==> src/rtl/snr_pkg.sv <==
package snr_pkg;
  typedef enum logic [1:0] {
    ST_SAMPLE = 2'd0,
    ST_EVAL   = 2'd1,
    ST_REQ    = 2'd2,
    ST_WAIT   = 2'd3
  } ctrl_state_e;
endpackage

==> src/rtl/snr_window_acc.sv <==
module snr_window_acc #(
  parameter int unsigned WINDOW_BITS = 250000,
  parameter int unsigned E_W         = 8,
  localparam int unsigned CNT_W      = $clog2(WINDOW_BITS),
  localparam int unsigned ACC_W      = E_W + $clog2(WINDOW_BITS + 1)
) (
  input  logic             clk_i,
  input  logic             rst_ni,
  input  logic             en_i,
  input  logic             valid_i,
  input  logic [E_W-1:0]   sig_i,
  input  logic [E_W-1:0]   noise_i,
  output logic             close_o,
  output logic [ACC_W-1:0] sig_tot_o,
  output logic [ACC_W-1:0] noise_tot_o
);
  logic [CNT_W-1:0] cnt_q;
  logic [ACC_W-1:0] sig_acc_q, noise_acc_q;
  logic [ACC_W-1:0] sig_nxt, noise_nxt;
  logic             take;

  assign take      = en_i & valid_i;
  assign close_o   = take && (cnt_q == CNT_W'(WINDOW_BITS - 1));
  assign sig_nxt   = sig_acc_q + ACC_W'(sig_i);
  assign noise_nxt = noise_acc_q + ACC_W'(noise_i);

  always_ff @(posedge clk_i or negedge rst_ni) begin
    if (!rst_ni) begin
      cnt_q       <= '0;
      sig_acc_q   <= '0;
      noise_acc_q <= '0;
      sig_tot_o   <= '0;
      noise_tot_o <= '0;
    end else if (close_o) begin
      cnt_q       <= '0;
      sig_acc_q   <= '0;
      noise_acc_q <= '0;
      sig_tot_o   <= sig_nxt;
      noise_tot_o <= noise_nxt;
    end else if (take) begin
      cnt_q       <= cnt_q + 1'b1;
      sig_acc_q   <= sig_nxt;
      noise_acc_q <= noise_nxt;
    end
  end
endmodule

==> src/rtl/snr_level_map.sv <==
module snr_level_map #(
  parameter int unsigned ACC_W   = 26,
  parameter int unsigned NUM_LVL = 4,
  parameter int unsigned TH_W    = 8,
  parameter int unsigned NMAX_W  = 4,
  parameter logic [NUM_LVL-2:0][TH_W-1:0]   THR_TBL  = {8'd16, 8'd4, 8'd2},
  parameter logic [NUM_LVL-1:0][NMAX_W-1:0] NMAX_TBL = {4'd3, 4'd5, 4'd9, 4'd15},
  localparam int unsigned LVL_W  = $clog2(NUM_LVL),
  localparam int unsigned PROD_W = ACC_W + TH_W
) (
  input  logic [ACC_W-1:0]  sig_tot_i,
  input  logic [ACC_W-1:0]  noise_tot_i,
  output logic [NMAX_W-1:0] nmax_sel_o
);
  logic [NUM_LVL-2:0] hit;
  logic [LVL_W-1:0]   lvl;

  // ratio test by cross multiply: S >= N*t
  for (genvar g = 0; g < NUM_LVL - 1; g++) begin : g_thr
    assign hit[g] = PROD_W'(sig_tot_i) >= (PROD_W'(noise_tot_i) * PROD_W'(THR_TBL[g]));
  end

  always_comb begin
    lvl = '0;
    for (int i = 0; i < NUM_LVL - 1; i++) lvl = lvl + LVL_W'(hit[i]);
  end

  assign nmax_sel_o = NMAX_TBL[lvl];
endmodule

==> src/rtl/snr_ctrl_fsm.sv <==
module snr_ctrl_fsm
  import snr_pkg::*;
#(
  parameter int unsigned NMAX_W    = 4,
  parameter logic [NMAX_W-1:0] NMAX_RST = 4'd15
) (
  input  logic              clk_i,
  input  logic              rst_ni,
  input  logic              close_i,
  input  logic [NMAX_W-1:0] nmax_sel_i,
  input  logic              done_i,
  output ctrl_state_e       state_o,
  output logic              req_o,
  output logic [NMAX_W-1:0] target_o,
  output logic [NMAX_W-1:0] nmax_o
);
  ctrl_state_e state_q;

  always_ff @(posedge clk_i or negedge rst_ni) begin
    if (!rst_ni) begin
      state_q  <= ST_SAMPLE;
      target_o <= NMAX_RST;
      nmax_o   <= NMAX_RST;
    end else begin
      unique case (state_q)
        ST_SAMPLE: if (close_i) state_q <= ST_EVAL;
        ST_EVAL: begin
          if (nmax_sel_i != nmax_o) begin
            target_o <= nmax_sel_i;
            state_q  <= ST_REQ;
          end else begin
            state_q <= ST_SAMPLE;
          end
        end
        ST_REQ:  state_q <= ST_WAIT;
        ST_WAIT: begin
          if (done_i) begin
            nmax_o  <= target_o;
            state_q <= ST_SAMPLE;
          end
        end
        default: state_q <= ST_SAMPLE;
      endcase
    end
  end

  assign state_o = state_q;
  assign req_o   = (state_q == ST_REQ);
endmodule

==> src/rtl/snr_reconfig_ctrl.sv <==
module snr_reconfig_ctrl
  import snr_pkg::*;
#(
  parameter int unsigned WINDOW_BITS = 250000,
  parameter int unsigned E_W         = 8,
  parameter int unsigned NUM_LVL     = 4,
  parameter int unsigned TH_W        = 8,
  parameter int unsigned NMAX_W      = 4,
  parameter logic [NUM_LVL-2:0][TH_W-1:0]   THR_TBL  = {8'd16, 8'd4, 8'd2},
  parameter logic [NUM_LVL-1:0][NMAX_W-1:0] NMAX_TBL = {4'd3, 4'd5, 4'd9, 4'd15},
  localparam int unsigned ACC_W = E_W + $clog2(WINDOW_BITS + 1)
) (
  input  logic              clk_i,
  input  logic              rst_ni,
  input  logic              bit_valid_i,
  input  logic [E_W-1:0]    sig_energy_i,
  input  logic [E_W-1:0]    noise_energy_i,
  output logic              cfg_req_o,
  output logic [NMAX_W-1:0] cfg_nmax_o,
  input  logic              cfg_done_i,
  output logic [NMAX_W-1:0] nmax_o
);
  ctrl_state_e      state;
  logic             win_close;
  logic [ACC_W-1:0] sig_tot, noise_tot;
  logic [NMAX_W-1:0] nmax_sel;

  snr_window_acc #(
    .WINDOW_BITS(WINDOW_BITS),
    .E_W        (E_W)
  ) u_acc (
    .clk_i      (clk_i),
    .rst_ni     (rst_ni),
    .en_i       (state == ST_SAMPLE),
    .valid_i    (bit_valid_i),
    .sig_i      (sig_energy_i),
    .noise_i    (noise_energy_i),
    .close_o    (win_close),
    .sig_tot_o  (sig_tot),
    .noise_tot_o(noise_tot)
  );

  snr_level_map #(
    .ACC_W   (ACC_W),
    .NUM_LVL (NUM_LVL),
    .TH_W    (TH_W),
    .NMAX_W  (NMAX_W),
    .THR_TBL (THR_TBL),
    .NMAX_TBL(NMAX_TBL)
  ) u_map (
    .sig_tot_i  (sig_tot),
    .noise_tot_i(noise_tot),
    .nmax_sel_o (nmax_sel)
  );

  snr_ctrl_fsm #(
    .NMAX_W  (NMAX_W),
    .NMAX_RST(NMAX_TBL[0])
  ) u_fsm (
    .clk_i     (clk_i),
    .rst_ni    (rst_ni),
    .close_i   (win_close),
    .nmax_sel_i(nmax_sel),
    .done_i    (cfg_done_i),
    .state_o   (state),
    .req_o     (cfg_req_o),
    .target_o  (cfg_nmax_o),
    .nmax_o    (nmax_o)
  );
endmodule

==> config.mk <==
export PLATFORM = sky130hd
export DESIGN_NAME = snr_reconfig_ctrl
export DESIGN_NICKNAME = d
export VERILOG_FILES = /design/src/rtl/snr_pkg.sv /design/src/rtl/snr_window_acc.sv /design/src/rtl/snr_level_map.sv /design/src/rtl/snr_ctrl_fsm.sv /design/src/rtl/snr_reconfig_ctrl.sv
export SDC_FILE = /design/constraint.sdc
export NUM_CORES = 1
export LEC_CHECK = 0
export BUFFER_PORTS_ARGS = -buffer_cell sky130_fd_sc_hd__clkbuf_2
export CAP_MARGIN = 25
export CORE_UTILIZATION = 59
export CTS_BUF_LIST = sky130_fd_sc_hd__clkbuf_8
export DETAILED_ROUTE_END_ITERATION = 8
export PLACE_DENSITY = 0.79
export SYNTH_ARGS = -nofsm -noshare
export SYNTH_HDL_FRONTEND = slang
export SYNTH_HIERARCHICAL = 1
export SYNTH_SLANG_ARGS = --single-unit
==> constraint.sdc <==
create_clock -name clk_i -period 3.5 [get_ports clk_i]
set_input_delay 0.35 -clock clk_i [delete_from_list [all_inputs] [get_ports clk_i]]
set_output_delay 0.35 -clock clk_i [all_outputs]
set_load 0.05 [all_outputs]
**After elaboration in Yosys (flattened, before gate mapping)**

Index checks and enable logic that the tools add are counted.

- $add $sub $neg: 5
- $lt $le $gt $ge: 4
- Eq/ne operators: 7
- Muxes and demuxes: 12
- Bitwise gates (word level): 1
- Reduce and logical (&&, ||, !) cells: 6

Operators by type and width:

| operator | count |
|---|---|
| 26-bit two-way mux | 4 |
| 26-bit by 8-bit adder with 26-bit output | 2 |
| 18-bit two-way mux | 2 |
| 26-bit by 30-bit greater-or-equal comparator with 1-bit output | 1 |
| 26-bit by 28-bit greater-or-equal comparator with 1-bit output | 1 |
| 26-bit by 27-bit greater-or-equal comparator with 1-bit output | 1 |
| 18-bit by 1-bit adder with 18-bit output, second input constant | 1 |
| 18-bit == test, second input constant | 1 |
| 4-bit binary-select mux with 2-bit select | 1 |
| 2-bit case mux with 4 select lines | 1 |
| 2-bit two-way mux | 3 |
| 2-bit AND reduction | 3 |
| 2-bit == test, second input constant | 2 |
| 4-bit two-way mux | 1 |
| 2-bit != test, second input constant | 2 |
| 4-bit != test | 1 |
| 2-bit by 3-bit < comparator with 1-bit output, second input constant | 1 |
| 1-bit by 1-bit adder with 2-bit output | 1 |
| 2-bit by 1-bit adder with 2-bit output | 1 |
| 2-bit by 1-bit == test with 1-bit output, second input constant | 1 |
| 2-bit logical NOT | 1 |
| 2-bit nonzero test | 1 |
| 1-bit bitwise AND | 1 |
| 1-bit logical AND | 1 |

- Bits in registers: 132
- Bits of input ports: 20
- Output and inout bits: 9
- Logic and storage cells: 43

**Longest topological paths before layout**

Gate-level depths: netlist of the first run.

- Word-level depth: 8
- Mapped depth: 12
- Mapped depth without buffers: 12

**Modules after synthesis**

The synthesis of the first run kept the hierarchy.

By module, submodules not included:

| module | times used | cells an instance | area an instance (um2) | seq. area each (um2) |
|---|---|---|---|---|
| snr_window_acc | 1 | 665 | 6,302.3 | 3,052.9 |
| snr_level_map | 1 | 216 | 1,682.9 | 0.0 |
| snr_ctrl_fsm | 1 | 31 | 450.4 | 260.2 |
| snr_reconfig_ctrl | 1 | 1 | 3.8 | 0.0 |

**Least setup slack after synthesis of the first run**

Ideal clock, no wire load.

- Path kind: register to register
- Start point: register u_acc.sig_tot_o[3]
- End point: register u_fsm.target_o[0]
- Library setup time: 82 ps
- Data arrival time: 3,302 ps
- Data required time: 3,418 ps
- Slack: 116 ps
- Cell stages (with the launch flop): 12
- Buffers on the path: 0
- Clock period less this slack: 3,384 ps
- Cell sequence: dfrtp_1 > ha_1 > nor4bb_1 > o311a_1 > a211oi_1 > o21ai_1 > a211oi_2 > fa_1 > xnor2_1 > xor2_1 > o41ai_4 > mux2_2

- Word-level cells in the longest chain between the ends: 7
- Elaborated cells on any way between the ends: 9
- Those cells by class: add/sub (2); order compare (3); eq/ne (1); mux (2); reduce/logical (1)

RTL lines:

| item | RTL line | text |
|---|---|---|
| start: declaration | snr_window_acc.sv:14 | `output logic [ACC_W-1:0] sig_tot_o,` |
| start signal: assignment | snr_window_acc.sv:38 | `sig_tot_o <= sig_nxt;` |
| 26-bit by 28-bit greater-or-equal comparator with 1-bit output / 26-bit by 27-bit greater-or-equal comparator with 1-bit output (equally long branches) | snr_level_map.sv:20 | `assign hit[g] = PROD_W'(sig_tot_i) >= (PROD_W'(noise_tot_i) * PROD_W'(THR_TBL[g]));` |
| 1-bit by 1-bit adder with 2-bit output | snr_level_map.sv:25 | `for (int i = 0; i < NUM_LVL - 1; i++) lvl = lvl + LVL_W'(hit[i]);` |
| 2-bit by 1-bit adder with 2-bit output (*) | snr_level_map.sv:25 |  |
| 4-bit binary-select mux with 2-bit select (*) | snr_level_map.sv:28 | `assign nmax_sel_o = NMAX_TBL[lvl];` |
| 4-bit two-way mux (not written as such) (*) | snr_level_map.sv:28 |  |
| via nmax_sel[2] | snr_reconfig_ctrl.sv:26 | `logic [NMAX_W-1:0] nmax_sel;` |
| 4-bit != test (*) | snr_ctrl_fsm.sv:28 | `if (nmax_sel_i != nmax_o) begin` |
| 2-bit AND reduction (no source line) (*) | n/a |  |
| end signal: assignment | snr_ctrl_fsm.sv:29 | `target_o <= nmax_sel_i;` |
| end: declaration | snr_ctrl_fsm.sv:14 | `output logic [NMAX_W-1:0] target_o,` |

Mark *: on every way through the listed nets, which the timed path passes. The rest lies on a longest branch. The select of a mux whose other input is x is not followed.
A chain may end at the register's enable or synchronous reset.

**Worst setup path in the final report of the first run**

- Start point: register u_acc.noise_tot_o[1]
- End point: register u_fsm.target_o[1]

- Word-level cells in the longest chain between the ends: 7
- Elaborated cells on any way between the ends: 9
- Those cells by class: add/sub (2); order compare (3); eq/ne (1); mux (2); reduce/logical (1)

RTL lines:

| item | RTL line | text |
|---|---|---|
| start: declaration | snr_window_acc.sv:15 | `output logic [ACC_W-1:0] noise_tot_o` |
| start signal: assignment | snr_window_acc.sv:39 | `noise_tot_o <= noise_nxt;` |
| 26-bit by 28-bit greater-or-equal comparator with 1-bit output / 26-bit by 27-bit greater-or-equal comparator with 1-bit output (equally long branches) | snr_level_map.sv:20 |  |
| 1-bit by 1-bit adder with 2-bit output | snr_level_map.sv:25 |  |
| 2-bit by 1-bit adder with 2-bit output (*) | snr_level_map.sv:25 |  |
| 4-bit binary-select mux with 2-bit select (*) | snr_level_map.sv:28 |  |
| 4-bit two-way mux (not written as such) (*) | snr_level_map.sv:28 |  |
| via nmax_sel[2] | snr_reconfig_ctrl.sv:26 |  |
| 4-bit != test (*) | snr_ctrl_fsm.sv:28 |  |
| 2-bit AND reduction (no source line) (*) | n/a |  |

Marks and branches as above.

==> results of run 1 <==
-- final cells by class --
| cell class | instances | area share [%] |
|---|---|---|
| Inverter | 52 | 2.03 |
| Clock buffer | 19 | 2.72 |
| Sequential cell | 132 | 34.5 |
| Tap cell | 180 | 2.35 |
| Multi-Input combinational cell | 694 | 50.2 |
| Timing Repair Buffer | 74 | 5.53 |
| Clock inverter | 13 | 2.63 |
-- power breakdown --
| part | internal (W) | total [W] | switching [W] |
|---|---|---|---|
| logic | 0.000513 | 0.00130 | 0.000790 |
| clock network | 0.00103 | 0.00162 | 0.000594 |
| registers | 0.00170 | 0.00187 | 0.000174 |
| total | 0.00324 | 0.00480 | 0.00156 |
-- final timing paths --
path | endpoint | slack [ns] | cells past startpoint
worst max-delay path | u_fsm/target_o[1] | 0.008 | 13
worst min-delay path | register | 0.18 | 4
worst max register to register | u_fsm/target_o[1] | 0.008 | 13
worst min register to register | u_acc/cnt_q[16] | 0.48 | 1
max in group asynchronous | u_fsm/target_o[3] | 2.41 | 4
min in group asynchronous | u_fsm/nmax_o[0] | 0.42 | 2
-- routing by layer --
metal  vias to the layer above  GRT usage (%)  wire length, um
li1                       3390              -                -
met1                      3362           38.6             9070
met2                       179           43.8             8940
met3                        29           4.12              910
met4                         0           10.6              342
met5                         -              0                0
-- critical path, stage by stage (launching register included) --
cell,delay [ns]
dfrtp_1,0.40
inv_2,0.09
ha_4,0.20
nor4bb_1,0.15
o311a_1,0.34
a211oi_2,0.29
o21ai_2,0.10
a211oi_2,0.23
fa_1,0.51
buf_6,0.16
xor2_2,0.15
o41ai_4,0.31
buf_4,0.18
mux2_2,0.33
-- state kept, by name (all words and copies together) (netlist names), named ones only --
| name | flops |
|---|---|
| u_acc/sig_tot_o | 26 |
| u_acc/noise_acc_q | 26 |
| u_acc/sig_acc_q | 26 |
| u_acc/noise_tot_o | 26 |
| u_fsm/nmax_o | 4 |
| u_acc/cnt_q | 18 |
| u_fsm/state_o | 1 |
| u_fsm/target_o | 4 |
-- per-stage QoR --
step | cell area, um2 | std cells | hold WS (ns) | worst slack, ns | total power (W)
floorplan | 8440 | 913 | 0.0544 | 0.116 | 0.00281
global placement | 8950 | 1126 | 0.454 | -0.199 | 0.00311
detailed placement | 8950 | 1126 | 0.468 | -0.257 | 0.00316
CTS | 9480 | 1159 | 0.0415 | 0.0250 | 0.00479
global route | 9600 | 1164 | 0.178 | -0.115 | 0.00505
finish | 9600 | 1164 | 0.183 | 0.00780 | 0.00480
-- cells in the mapped netlist, drive strengths merged (5+ instances only) --
cell      n  area (um2)
dfrtp   124        3100
buf      16         103
dfstp     8         210
a22o      6        52.6
nor2b     5        33.8
o22ai     8        50.1
ha       88        1100
xor2     30         263
mux2      8        90.1
nor2     26         100
o21ai    99         499
a31oi     9        56.3
and2      5        31.3
a211oi    8        77.6
a21o     16         120
nand4    20         125
nand3    25         125
inv      52         195
clkbuf   19        71.3
and4     16         141
nor3      7        35.0
nand2   141         537
o31ai    22         165
xnor2    31         272
and3     12        75.1
a21oi    56         280
-- layout by cell type, fill, tap and decap left out, drive strengths merged, types with 22 or more instances in the layout --
| master | Yosys | final |
|---|---|---|
| o31ai | 22 | 22 |
| nand3 | 25 | 25 |
| dfrtp | 124 | 124 |
| buf | 16 | 46 |
| xnor2 | 31 | 31 |
| nand2 | 141 | 141 |
| clkbuf | 19 | 46 |
| xor2 | 30 | 30 |
| o21ai | 99 | 99 |
| ha | 88 | 88 |
| inv | 52 | 52 |
| a21oi | 56 | 56 |
| nor2 | 26 | 26 |
-- kinds of logic (layout without fill, tap and decap cells) --
logic type / Yosys count / after routing / share of synthesized area (%)
fa+ha+maj: 91 / 91 / 13.8
buf+inv: 87 / 158 / 4.37
simple gates: 280 / 280 / 16.5
mux: 11 / 11 / 1.42
xor+xnor: 61 / 61 / 6.33
flops: 132 / 132 / 39.3
other cells: 1 / 1 / 0.0444
compound gates: 250 / 250 / 18.4
-- repair_timing --
item                                    4_1_cts  5_1_grt
endpoints found under the hold margin         0        5
hold buffers                                  0        1
gates resized for setup                       1       12
buffers inserted                              1        3
endpoints found under the setup margin        5        5
pin swaps                                     2        4
==> flow_summary.ini, run 1 <==
[outcome]
status = complete, no violations

[sta]
timing.fmax_ghz = 0.286
post-route-min-period_ns = 3.49
setup_viol_count_final = 0
worst_slew_pin_slew_ns = 0.902
slew-limit-headroom_pct = 39.9
period_share_pct = 99.8
skew_ns = 0.0156
grt_setup_unrepaired = yes
slew_viol_final = 0
report.final.hold_viol_count = 0
final.setup.tns_ns = 0

[setup_path]
cp.arrival_ns = 3.88
rr_startpoint = u_acc/noise_tot_o[1]
crit_path_start_kind = register
worst_ep_required_time_ns = 3.89
cp-end-kind = register
worstSetupStartpoint = u_acc/noise_tot_o[1]
timing.critical_path.fanout_max = 5
critical_path_class = reg -> reg

[logic_synthesis]
async_reset_ff_share_pct = 100
yosysWarnings = 6
synth_seq_cells = 132
synthesis.area_per_instance_um2 = 9.24
synth_edf_count = 0
netlist-cell-type-count = 70
synth_ff_type = dfrtp_1
seq_area_frac_synth_pct = 39.3
total_standard_cell_area_after_synthesis_mm2 = 0.00844
synth_fp_nets = 1024
syn-instance-count = 913

[drt]
ant_nets = 0
avgRoutedWirePerCell_um = 16.6
routed_via_density = 5.98
via_count = 6960
drt_first_pass_iters = 5
drc = 0
first_iter_violations = 486
final_routed_wirelength_um = 19300

[floorplan]
die_height_um = 122
design.die.area_mm2 = 0.0148
start_util_pct = 60.6
core_box_area_mm2 = 0.0139
floorplan.die.width_um = 122
rows = 43
boundaryPins = 29

[power]
power.ir.vdd_worst_v = 0.000571
power_leakage_nw = 4.58
power.density_mw_per_mm2 = 500

[layout]
final_layout_net_count = 1082
layout_cell_share_with_drive_strength_beyond_1_pct = 15.0
area.sequential_mm2 = 0.00331
nFillCells = 1077
combined_area_of_the_multi_input_logic_cells_mm2 = 0.00482
area_growth_syn_to_layout_pct = 13.8
finalCoreUtilization_pct = 68.9
antenna_cells = 0

[clock_tree]
cts.reportedPaths.clkPinSlew_ns = 0.08
maximum_root_to_sink_buffer_count = 2
clock_latency_ns = 0.45
htree_num_levels = 4
tritoncts = done
clock_tree.root_cell = clkbuf_8
cts_sinks = 132
tritoncts_buffer_count = 17

[global_routing]
pin_count_of_the_biggest_net_entering_global_routing = 107
grt_usage_pct = 27.7
grt_pass1_vias = 6622
grt_overflow = 0
grt_antenna_before_repair = 0
grt_first_pass_wirelength_um = 31700

[placed_design]
portBuffers = 28
hpwl_um = 13600
gp_routability_congestion = 0.868

[run]
max-cap-violations = 0

[min_path]
timing.hold.worst.class = in -> reg
timing.hold.worst.start = cfg_done_i
Power figures use the tool's default switching activity.
==> run 2, diff against run 1 <==
Settings changed: RECOVER_POWER set to 50.
==> flow_summary.ini, run 2 (synthesized netlist as in run 1, its figures left out) <==
[layout]
commonest_cells_after_routing_fill_and_taps_aside = 140 x nand2_1, 124 x dfrtp_1, 94 x o21ai_0
post-route-cell-area_mm2 = 0.00957
area.sequential_mm2 = 0.00331
finalNonFillerCells = 1164
nFillCells = 1082
mostFrequentLayoutCell = nand2_1
final_layout_net_count = 1082
area_growth_syn_to_layout_pct = 13.4
layout_cell_share_with_drive_strength_beyond_1_pct = 14.8
combined_area_of_the_multi_input_logic_cells_mm2 = 0.00482
antenna_cells = 0

[setup_path]
regToRegSetupSlack_ns = 0.01
critical_path_class = reg -> reg
worst_setup_path_endpoint = u_fsm/target_o[1]
rr_startpoint = u_acc/noise_tot_o[1]
worst_r2r_path_depth = 13
timing.critical_path.fanout_max = 5
worstSetupStartpoint = u_acc/noise_tot_o[1]
crit_path_start_kind = register
cp-end-kind = register
cp.arrival_ns = 3.88
critical_path.reg2reg.endpoint = u_fsm/target_o[1]
worst_ep_required_time_ns = 3.89

[clock_tree]
cts_sinks = 132
tritoncts_buffer_count = 17
cts.reportedPaths.clkPinSlew_ns = 0.08
tritoncts = done
clock_tree.root_cell = clkbuf_8
maximum_root_to_sink_buffer_count = 2
clock_latency_ns = 0.45
htree_num_levels = 4

[placed_design]
post-place-ws_ns = -0.257
hpwl_um = 13600
portBuffers = 28
gp_routability_congestion = 0.868
placed_cells = 1126
placed_area_mm2 = 0.00895

[floorplan]
die_height_um = 122
rows = 43
floorplan.die.width_um = 122
design.die.area_mm2 = 0.0148
boundaryPins = 29
core_box_area_mm2 = 0.0139
start_util_pct = 60.6

[sta]
setup_viol_count_final = 0
slew_viol_final = 101
worst_slew_pin_slew_ns = 2.49
report.final.hold_viol_count = 0
period_share_pct = 99.7
timing.fmax_ghz = 0.287
post-route-min-period_ns = 3.49
finalWorstSetupSlack_ns = 0.00960
skew_ns = 0.0157
final.setup.tns_ns = 0
grt_setup_unrepaired = yes
slew-limit-headroom_pct = -65.7

[drt]
first_iter_violations = 479
drc = 0
via_count = 6966
avgRoutedWirePerCell_um = 16.6
ant_nets = 0
drt_first_pass_iters = 7
routed_via_density = 5.98
final_routed_wirelength_um = 19300

[global_routing]
grt_usage_pct = 27.7
grt_overflow = 0
grt_antenna_before_repair = 0
grt_pass1_vias = 6622
pin_count_of_the_biggest_net_entering_global_routing = 107
grt_first_pass_wirelength_um = 31700

[power]
power.density_mw_per_mm2 = 501
power_leakage_nw = 4.56
power.ir.vdd_worst_v = 0.000571

[outcome]
status = finished, violations left
violations = max-capacitance violations, max-slew violations

[run]
max-cap-violations = 1

[min_path]
timing.hold.worst.class = in -> reg
timing.hold.worst.start = cfg_done_i
run 2: critical path: stages (launching register included):
cell and delay [ns]:
dfrtp_1 0.40, inv_2 0.09, ha_4 0.20, nor4bb_1 0.15, o311a_1 0.34, a211oi_2 0.29, o21ai_2 0.10, a211oi_2 0.23
fa_1 0.51, buf_6 0.16, xor2_2 0.15, o41ai_4 0.31, buf_4 0.18, mux2_2 0.33
run 2: layout make-up:
| type | count | share of cell area [%] |
|---|---|---|
| timing repair buffer | 74 | 5.19 |
| clock buffer | 19 | 2.73 |
| tap | 180 | 2.35 |
| multi-input combinational | 694 | 50.4 |
| clock inverter | 13 | 2.64 |
| sequential | 132 | 34.6 |
| inverter | 52 | 2.04 |
run 2: worst min-delay path by stage:
stage | end | depth (start not counted)
final | register | 4
after global routing | register | 4
after CTS | u_acc/sig_tot_o[25] | 1
after detailed placement | u_acc/cnt_q[16] | 1
after global placement | u_acc/sig_acc_q[4] | 2
after floorplan | u_acc/cnt_q[0] | 0
run 2: report_power, final:
| part | internal, W | total [W] | switching [W] |
|---|---|---|---|
| clock network | 0.00103 | 0.00162 | 0.000594 |
| registers | 0.00170 | 0.00187 | 0.000175 |
| logic | 0.000509 | 0.00130 | 0.000791 |
| total | 0.00324 | 0.00479 | 0.00156 |
run 2: timing repair:
item                       in CTS  in global routing
hold endpoints to repair        0                  5
setup buffers                   1                  3
resized for setup               1                 12
hold buffers                    0                  1
pin swaps                       2                  4
setup endpoints to repair       5                  5
run 2: metrics by stage:
stage / hold slack (ns) / utilization [%] / power [W]
6_report: 0.183 / 68.7 / 0.00479
5_1_grt: 0.178 / 68.7 / 0.00505
4_1_cts: 0.0415 / 68.0 / 0.00479
3_5_place_dp: 0.468 / 64.2 / 0.00316
3_3_place_gp: 0.454 / 64.2 / 0.00311
2_1_floorplan: 0.0544 / - / 0.00281
run 2: layer usage:
metal  global-route usage, %  up-vias  routed length, um
met5                       0        -                  0
met2                    43.8      180               8950
met1                    38.6     3363               9040
met3                    4.12       33                944
li1                        -     3390                  -
met4                    10.6        0                355
